**src/rtl/mshift_pkg.sv**
```systemverilog
package mshift_pkg;

  typedef enum logic [2:0] {
    OP_HOLD    = 3'b000,
    OP_SHR_SER = 3'b001,
    OP_SHL_SER = 3'b010,
    OP_LOAD    = 3'b011,
    OP_ASR     = 3'b100,
    OP_LSL     = 3'b101,
    OP_ROR     = 3'b110,
    OP_ASL     = 3'b111
  } mshift_op_e;

  typedef enum logic [1:0] {
    SEL_KEEP      = 2'b00,
    SEL_FROM_UP   = 2'b01,
    SEL_FROM_DOWN = 2'b10,
    SEL_PAR       = 2'b11
  } mshift_sel_e;

endpackage

```
**src/rtl/mshift_rstsync.sv**
```systemverilog
module mshift_rstsync #(
  parameter int STAGES = 2
) (
  input  logic clk,
  input  logic rst_n,
  output logic rst_sync_n
);

  logic [STAGES-1:0] chain_q;
  logic [STAGES-1:0] chain_d;

  always_comb begin
    chain_d = {chain_q[STAGES-2:0], 1'b1};
  end

  always_ff @(posedge clk or negedge rst_n) begin
    if (!rst_n) chain_q <= '0;
    else        chain_q <= chain_d;
  end

  assign rst_sync_n = chain_q[STAGES-1];

endmodule

```
**src/rtl/mshift_opdec.sv**
```systemverilog
module mshift_opdec
  import mshift_pkg::*;
(
  input  logic [2:0]  op,
  input  logic        ser_top,
  input  logic        ser_bot,
  input  logic        cur_msb,
  input  logic        cur_lsb,
  output mshift_sel_e sel,
  output logic        fill_top,
  output logic        fill_bot,
  output logic        asl_act
);

  mshift_op_e op_e;
  assign op_e = mshift_op_e'(op);

  always_comb begin
    sel      = SEL_KEEP;
    fill_top = 1'b0;
    fill_bot = 1'b0;
    asl_act  = 1'b0;
    case (op_e)
      OP_HOLD:    sel = SEL_KEEP;
      OP_SHR_SER: begin sel = SEL_FROM_UP;   fill_top = ser_top; end
      OP_SHL_SER: begin sel = SEL_FROM_DOWN; fill_bot = ser_bot; end
      OP_LOAD:    sel = SEL_PAR;
      OP_ASR:     begin sel = SEL_FROM_UP;   fill_top = cur_msb; end
      OP_LSL:     sel = SEL_FROM_DOWN;
      OP_ROR:     begin sel = SEL_FROM_UP;   fill_top = cur_lsb; end
      OP_ASL:     begin sel = SEL_FROM_DOWN; asl_act  = 1'b1;    end
      default:    sel = SEL_KEEP;
    endcase
  end

endmodule

```
**src/rtl/mshift_bitcell.sv**
```systemverilog
module mshift_bitcell
  import mshift_pkg::*;
(
  input  logic        clk,
  input  logic        rst_n,
  input  mshift_sel_e sel,
  input  logic        from_up,
  input  logic        from_down,
  input  logic        par_bit,
  output logic        q_bit
);

  logic cell_en;
  logic cell_d;

  always_comb begin
    cell_en = (sel != SEL_KEEP);
    case (sel)
      SEL_FROM_UP:   cell_d = from_up;
      SEL_FROM_DOWN: cell_d = from_down;
      SEL_PAR:       cell_d = par_bit;
      default:       cell_d = q_bit;
    endcase
  end

  always_ff @(posedge clk or negedge rst_n) begin
    if (!rst_n)       q_bit <= 1'b0;
    else if (cell_en) q_bit <= cell_d;
  end

endmodule

```
**src/rtl/mshift_ovf.sv**
```systemverilog
module mshift_ovf (
  input  logic clk,
  input  logic rst_n,
  input  logic asl_act,
  input  logic sign_old,
  input  logic sign_new,
  output logic flag
);

  logic flag_d;

  always_comb begin
    flag_d = asl_act & (sign_old ^ sign_new);
  end

  always_ff @(posedge clk or negedge rst_n) begin
    if (!rst_n) flag <= 1'b0;
    else        flag <= flag_d;
  end

  // flag follows the sign change on an arithmetic-left step
  a_r10_ovf_set: assert property (@(posedge clk) disable iff (!rst_n)
    (asl_act && (sign_old != sign_new)) |=> flag);
  a_r10_ovf_clear: assert property (@(posedge clk) disable iff (!rst_n)
    !(asl_act && (sign_old != sign_new)) |=> !flag);

endmodule

```
**src/rtl/mshift_unit.sv**
```systemverilog
module mshift_unit
  import mshift_pkg::*;
#(
  parameter int W          = 8,
  parameter int SYNC_STAGES = 2
) (
  input  logic         clk,
  input  logic         rst_n,
  input  logic [2:0]   op_in,
  input  logic [W-1:0] par_in,
  input  logic         ser_top_in,
  input  logic         ser_bot_in,
  output logic [W-1:0] q_out,
  output logic         ovf_out
);

  localparam int MSB = W - 1;

  logic        rst_sync_n;
  mshift_sel_e sel;
  logic        fill_top;
  logic        fill_bot;
  logic        asl_act;
  logic [W-1:0] q;
  logic [W+1:0] ext;

  mshift_rstsync #(.STAGES(SYNC_STAGES)) u_rstsync (
    .clk        (clk),
    .rst_n      (rst_n),
    .rst_sync_n (rst_sync_n)
  );

  mshift_opdec u_opdec (
    .op       (op_in),
    .ser_top  (ser_top_in),
    .ser_bot  (ser_bot_in),
    .cur_msb  (q[MSB]),
    .cur_lsb  (q[0]),
    .sel      (sel),
    .fill_top (fill_top),
    .fill_bot (fill_bot),
    .asl_act  (asl_act)
  );

  assign ext = {fill_top, q, fill_bot};

  for (genvar i = 0; i < W; i++) begin : g_bit
    mshift_bitcell u_cell (
      .clk       (clk),
      .rst_n     (rst_sync_n),
      .sel       (sel),
      .from_up   (ext[i+2]),
      .from_down (ext[i]),
      .par_bit   (par_in[i]),
      .q_bit     (q[i])
    );
  end

  mshift_ovf u_ovf (
    .clk      (clk),
    .rst_n    (rst_sync_n),
    .asl_act  (asl_act),
    .sign_old (q[MSB]),
    .sign_new (q[MSB-1]),
    .flag     (ovf_out)
  );

  assign q_out = q;

  // cleared while reset holds
  always @(posedge clk) begin
    if (!rst_sync_n) begin
      a_r1_reset_zero: assert (q == '0 && !ovf_out);
    end
  end

  a_r2_hold: assert property (@(posedge clk) disable iff (!rst_sync_n)
    (op_in == OP_HOLD) |=> $stable(q));
  a_r3_load: assert property (@(posedge clk) disable iff (!rst_sync_n)
    (op_in == OP_LOAD) |=> (q == $past(par_in)));
  a_r4_ser_right: assert property (@(posedge clk) disable iff (!rst_sync_n)
    (op_in == OP_SHR_SER) |=> (q == {$past(ser_top_in), $past(q[MSB:1])}));
  a_r5_ser_left: assert property (@(posedge clk) disable iff (!rst_sync_n)
    (op_in == OP_SHL_SER) |=> (q == {$past(q[MSB-1:0]), $past(ser_bot_in)}));
  a_r6_asr: assert property (@(posedge clk) disable iff (!rst_sync_n)
    (op_in == OP_ASR) |=> (q == {$past(q[MSB]), $past(q[MSB:1])}));
  a_r7_lsl: assert property (@(posedge clk) disable iff (!rst_sync_n)
    (op_in == OP_LSL) |=> (q == {$past(q[MSB-1:0]), 1'b0}));
  a_r8_ror: assert property (@(posedge clk) disable iff (!rst_sync_n)
    (op_in == OP_ROR) |=> (q == {$past(q[0]), $past(q[MSB:1])}));
  a_r9_asl: assert property (@(posedge clk) disable iff (!rst_sync_n)
    (op_in == OP_ASL) |=> (q == {$past(q[MSB-1:0]), 1'b0}));

endmodule

```
**config.mk**
```make
export PLATFORM = sky130hd
export DESIGN_NAME = mshift_unit
export DESIGN_NICKNAME = d
export VERILOG_FILES = /design/src/rtl/mshift_pkg.sv /design/src/rtl/mshift_rstsync.sv /design/src/rtl/mshift_opdec.sv /design/src/rtl/mshift_bitcell.sv /design/src/rtl/mshift_ovf.sv /design/src/rtl/mshift_unit.sv
export SDC_FILE = /design/constraint.sdc
export NUM_CORES = 1
export LEC_CHECK = 0
export BUFFER_PORTS_ARGS = -buffer_cell sky130_fd_sc_hd__buf_2
export CAP_MARGIN = 30
export CORE_MARGIN = 2
export CORE_UTILIZATION = 50
export DETAILED_ROUTE_END_ITERATION = 7
export GPL_ROUTABILITY_DRIVEN = 0
export PLACE_DENSITY = 0.78
export SETUP_SLACK_MARGIN = 0.3
export SYNTH_ARGS = -nofsm -noshare
export SYNTH_HDL_FRONTEND = slang
export SYNTH_SLANG_ARGS = --single-unit
```
**constraint.sdc**
```tcl
create_clock -name clk -period 1.4 [get_ports clk]
set_input_delay 0.21 -clock clk [delete_from_list [all_inputs] [get_ports clk]]
set_output_delay 0.21 -clock clk [all_outputs]
set_load 0.05 [all_outputs]
```
## Yosys cells after proc, flatten, opt, wreduce, memory -nomap -nowiden

Index checks and enable logic that the tools add are counted.

| operators by class | value |
|---|---|
| reductions and logical operators | 7 |
| multiplexer cells | 12 |
| bitwise operators | 2 |
| equality and inequality tests | 11 |

Operator list:

| operator | count |
|---|---|
| 1-bit case mux with 3 select lines | 9 |
| 3-bit equality test (second input constant) | 4 |
| 2-bit case mux with 4 select lines | 1 |
| 3-bit by 2-bit equality test with 1-bit output (second input constant) | 2 |
| 3-bit OR reduction | 2 |
| 2-bit equality test (second input constant) | 2 |
| 3-bit by 1-bit equality test with 1-bit output (second input constant) | 1 |
| 3-bit zero test | 1 |
| 3-bit AND reduction | 1 |
| 3-bit nonzero test | 1 |
| 2-bit by 1-bit equality test with 1-bit output (second input constant) | 1 |
| 1-bit 2-to-1 mux | 2 |
| 2-bit != test (second input constant) | 1 |
| 2-bit AND reduction | 1 |
| 2-bit nonzero test | 1 |
| 1-bit AND | 1 |
| 1-bit bitwise XOR | 1 |

| word-level totals | value |
|---|---|
| flip-flop bits (word level) | 11 |
| input port bits | 15 |
| logic and storage cells | 42 |
| output and inout bits | 9 |

## Logic depth before layout (Yosys ltp)

| depth | value |
|---|---|
| depth in word-level cells | 6 |
| gate-level depth with buffers | 5 |
| gate-level depth less buffers | 3 |

## By module

A second synthesis with hierarchy kept.

| second synthesis, totals | value |
|---|---|
| cell total of the unflattened synthesis | 31 |
| area, all modules | 555.5 um^2 |

Modules (own cells, without submodules):

| module | cells each | sequential area each (um^2) | area each (um^2) | times used |
|---|---|---|---|---|
| mshift_bitcell | 2 | 25.0 | 47.5 | 8 |
| mshift_opdec | 9 | 0.0 | 81.3 | 1 |
| mshift_rstsync | 3 | 50.0 | 53.8 | 1 |
| mshift_ovf | 3 | 25.0 | 40.0 | 1 |

## Worst setup path before layout

OpenSTA, ideal clock, no wires.

| timing | value |
|---|---|
| path kind | register to register |
| start point | register g_bit[2].u_cell.q_bit (netlist name) |
| end point | register g_bit[2].u_cell.q_bit |
| slack | 0.301 ns |
| period minus slack after synthesis | 1.099 ns |
| path buffers | 0 |
| arrival | 0.978 ns |
| library setup time | 0.121 ns |
| cell stages (with the launch flop) | 4 |
| data required time | 1.279 ns |
| path through | dfrtp_1 -> nor2b_1 -> a211o_2 -> a22o_1 |

RTL lines:

| item | line | source |
|---|---|---|
| end signal: assignment | mshift_bitcell.sv:28 | `else if (cell_en) q_bit <= cell_d;` |
| end: declaration | mshift_bitcell.sv:10 | `output logic q_bit` |

## Final worst setup path

| timing | value |
|---|---|
| start point | register g_bit[2].u_cell.q_bit |
| end point | output port q_out[2] |

RTL lines:

| item | line | source |
|---|---|---|
| end: declaration | mshift_unit.sv:13 | `output logic [W-1:0] q_out,` |

No word-level cell between the ends.

==> metrics.txt <==
first-pass GRT wire length=2.856 mm; FFs w/ async S/R, synth=1.000; clock slew at reported path FFs=0.08 ns; CP required=1.19 ns; routed length per instance=15.89 µm; Num Clock Sinks=11; initial cell density of the core=0.5291; CP startpoint kind=flop; crit path capture=q_out[2]; max layer used=met4; max_cap viols=0; latest clock arrival within the worst-skew pair=0.28 ns; Post-Syn Area=797.0 µm²; most common cell after layout, fill and taps aside=buf_2; drt drc=0; Die Area=1929 µm²; worst reg2reg path startpoint=g_bit[5].u_cell.q_bit$_DFFE_PN0P_; crit share post-route=0.8201; vias in the first global route=650; routed wl met3=131 µm; Seq cells post-synth=11; post-route ant nets=0; Tot Pwr=1.139 mW; CP Capture Type=primary output; depth of the CTS H-tree=1; YS warnings=0; Fin Setup TNS=0 ns; num rows=14; clock root buffer=clkbuf_4; initial antenna violation count=0; largest net degree at the start of global routing=21; Critical path origin=g_bit[2].u_cell.q_bit$_DFFE_PN0P_; Core Footprint=1506 µm²; largest cells by area after synthesis=dfrtp_1 (35%), buf_4 (7.5%), a211oi_1 (6.6%); CP max FO=2; fmax=871.0 MHz; Via-to-Cell Ratio=5.893; P&R area growth vs syn=31.08%; Yosys top cell by area=dfrtp_1; PortBufs=23; Die Ht=43.93 µm; CTS Buffer Depth=2; Routed WL=1.923 mm; slowest cell on the critical path=dfrtp_1; setup violators final=0; pre-CTS setup slack=0.09776 ns; Reg2Reg Capture Point=g_bit[5].u_cell.q_bit$_DFFE_PN0P_; RSZ-0062 raised after global routing=true; Die Width=43.93 µm; kind of cell adding the most delay to the critical path=flip-flops; grt total ovfl=0; met1 wire length=793 µm; slowest stage delay, CP=0.40 ns; Final Hold Vio Count=0; Initial DRC Count=19; nets=121; Seq/Total Area, Yosys=0.3454; post-synthesis cell type count=29; critical path cell sequence=buf_6 > buf_8; cells after synthesis=81; Critical Path Stages=2; Synth top area share=0.3454; minimum clock period=1.148 ns; most frequent cells in the layout=buf_2 (14), buf_4 (9), dfrtp_1 (8), buf_6 (8); Peak VDD IR=0.5944 mV; Most used DFF post-synth=dfrtp_1; CP Class=flop to primary output; r2r setup slk=0.26 ns; Tot GR Track Use=0.2088; I/O pin total=24; EDFF count, synth=0; Worst EP arrival=0.94 ns; leak pwr=0.4787 nW; clock skew=0.008854 ns; syn_area_per_cell=9.840 µm²; fin. max-slew vios=0; Pwr Density=1090 nW/µm²; status=completed; wire length on met2=950 µm; Min-Delay Path Class=flop to asynchronous set/reset pin; hpwl dp=1.216 mm; TritonCTS clock tree=built; R2R depth=3; layout cells sized above 1=0.5429; Num CTS Buffers=3; final worst slack=0.2519 ns; first drt pass iteration count=5; total number of vias=713; ANT cells=0; CP bufs+invs=2; synthesized netlist net count=96
==> stage by stage <==
stage | cells | hold WS [ns] | util | instance area [µm²]
2_1_floorplan | 81 | -0.08559 | - | 797.0
3_3_place_gp | 110 | -0.004982 | 0.5606 | 844.6
3_5_place_dp | 110 | -0.002295 | 0.5606 | 844.6
4_1_cts | 119 | 0.1694 | 0.6595 | 993.5
5_1_grt | 121 | 0.1997 | 0.6935 | 1045
6_report | 121 | 0.1552 | 0.6935 | 1045
==> layout make-up <==
class	instances	area (µm²)
inverter	3	11.26
clock buffer	4	26.28
multi-input combinational	53	447.9
timing repair buffer	34	260.3
fill	117	461.7
sequential	11	279.0
tap	16	20.02
==> cell families (layout without fill, tap and decap cells) <==
kind of cell    after synthesis  count (layout)  synth area share
xor+xnor                      1               1           0.01099
simple gates                 15              15            0.1005
mux                           7               7           0.09262
other cells                   1               1          0.004705
compound gates               29              29            0.2842
buf+inv                      17              41            0.1617
flops                        11              11            0.3454
==> metal layers <==
metal  track usage  up-vias
met3       0.07500        6
met2        0.3412       35
met1        0.2344      338
met4        0.1152        0
met5             0        -
li1              -      334
==> cell usage after synthesis, types with 2 or more instances <==
cell type and instances:
inv_1 2, buf_4 8, and2b_2 2, a211o_2 2, o21ai_0 4, nor2b_1 4
mux2i_1 4, o22ai_1 2, nor2_1 5, a22o_1 2, a21oi_1 4, nand2_1 2
a211oi_1 7, mux2_2 3, dfrtp_1 11, buf_2 3, o32ai_1 3, buf_6 2
==> report_power, final <==
group          internal, mW  switching (mW)  leakage [nW]
registers             0.358          0.0477         0.131
logic                 0.230           0.272         0.333
clock network         0.111           0.121        0.0150
==> sequential cells by signal, indices dropped and copies added (netlist names) <==
signal and cells:
g_bit.u_cell.q_bit 8, u_rstsync.chain_q 2, u_ovf.flag 1
==> worst register-to-register path, cell delays in order, from the launching register on <==
cell     delay, ns
dfrtp_2       0.45
nor2b_4       0.14
a211o_2       0.27
a22o_1        0.17
==> repair_timing <==
item | CTS | global route
gates resized for setup | 25 | 10
setup buffers | 4 | 2
endpoints found under the setup margin | 12 | 15
pin swaps | 2 | 2
hold buffers | 1 | 0
hold endpoints to repair | 2 | 0
==> worst min-delay path by stage <==
stage                                   start                                 to  slack, ns  cells past startpoint
2_1_floorplan                           rst_n     u_rstsync.chain_q[0]$_DFF_PN0_      -0.09                      0
3_3_place_gp                            rst_n     u_rstsync.chain_q[1]$_DFF_PN0_     -0.005                      1
3_5_place_dp                            rst_n     u_rstsync.chain_q[0]$_DFF_PN0_     -0.002                      1
4_1_cts        u_rstsync.chain_q[1]$_DFF_PN0_  g_bit[0].u_cell.q_bit$_DFFE_PN0P_       0.17                      0
5_1_grt        u_rstsync.chain_q[1]$_DFF_PN0_  g_bit[0].u_cell.q_bit$_DFFE_PN0P_       0.20                      0
6_report       u_rstsync.chain_q[1]$_DFF_PN0_  g_bit[0].u_cell.q_bit$_DFFE_PN0P_       0.16                      0
No activity file was read; power rests on OpenSTA's default activity.
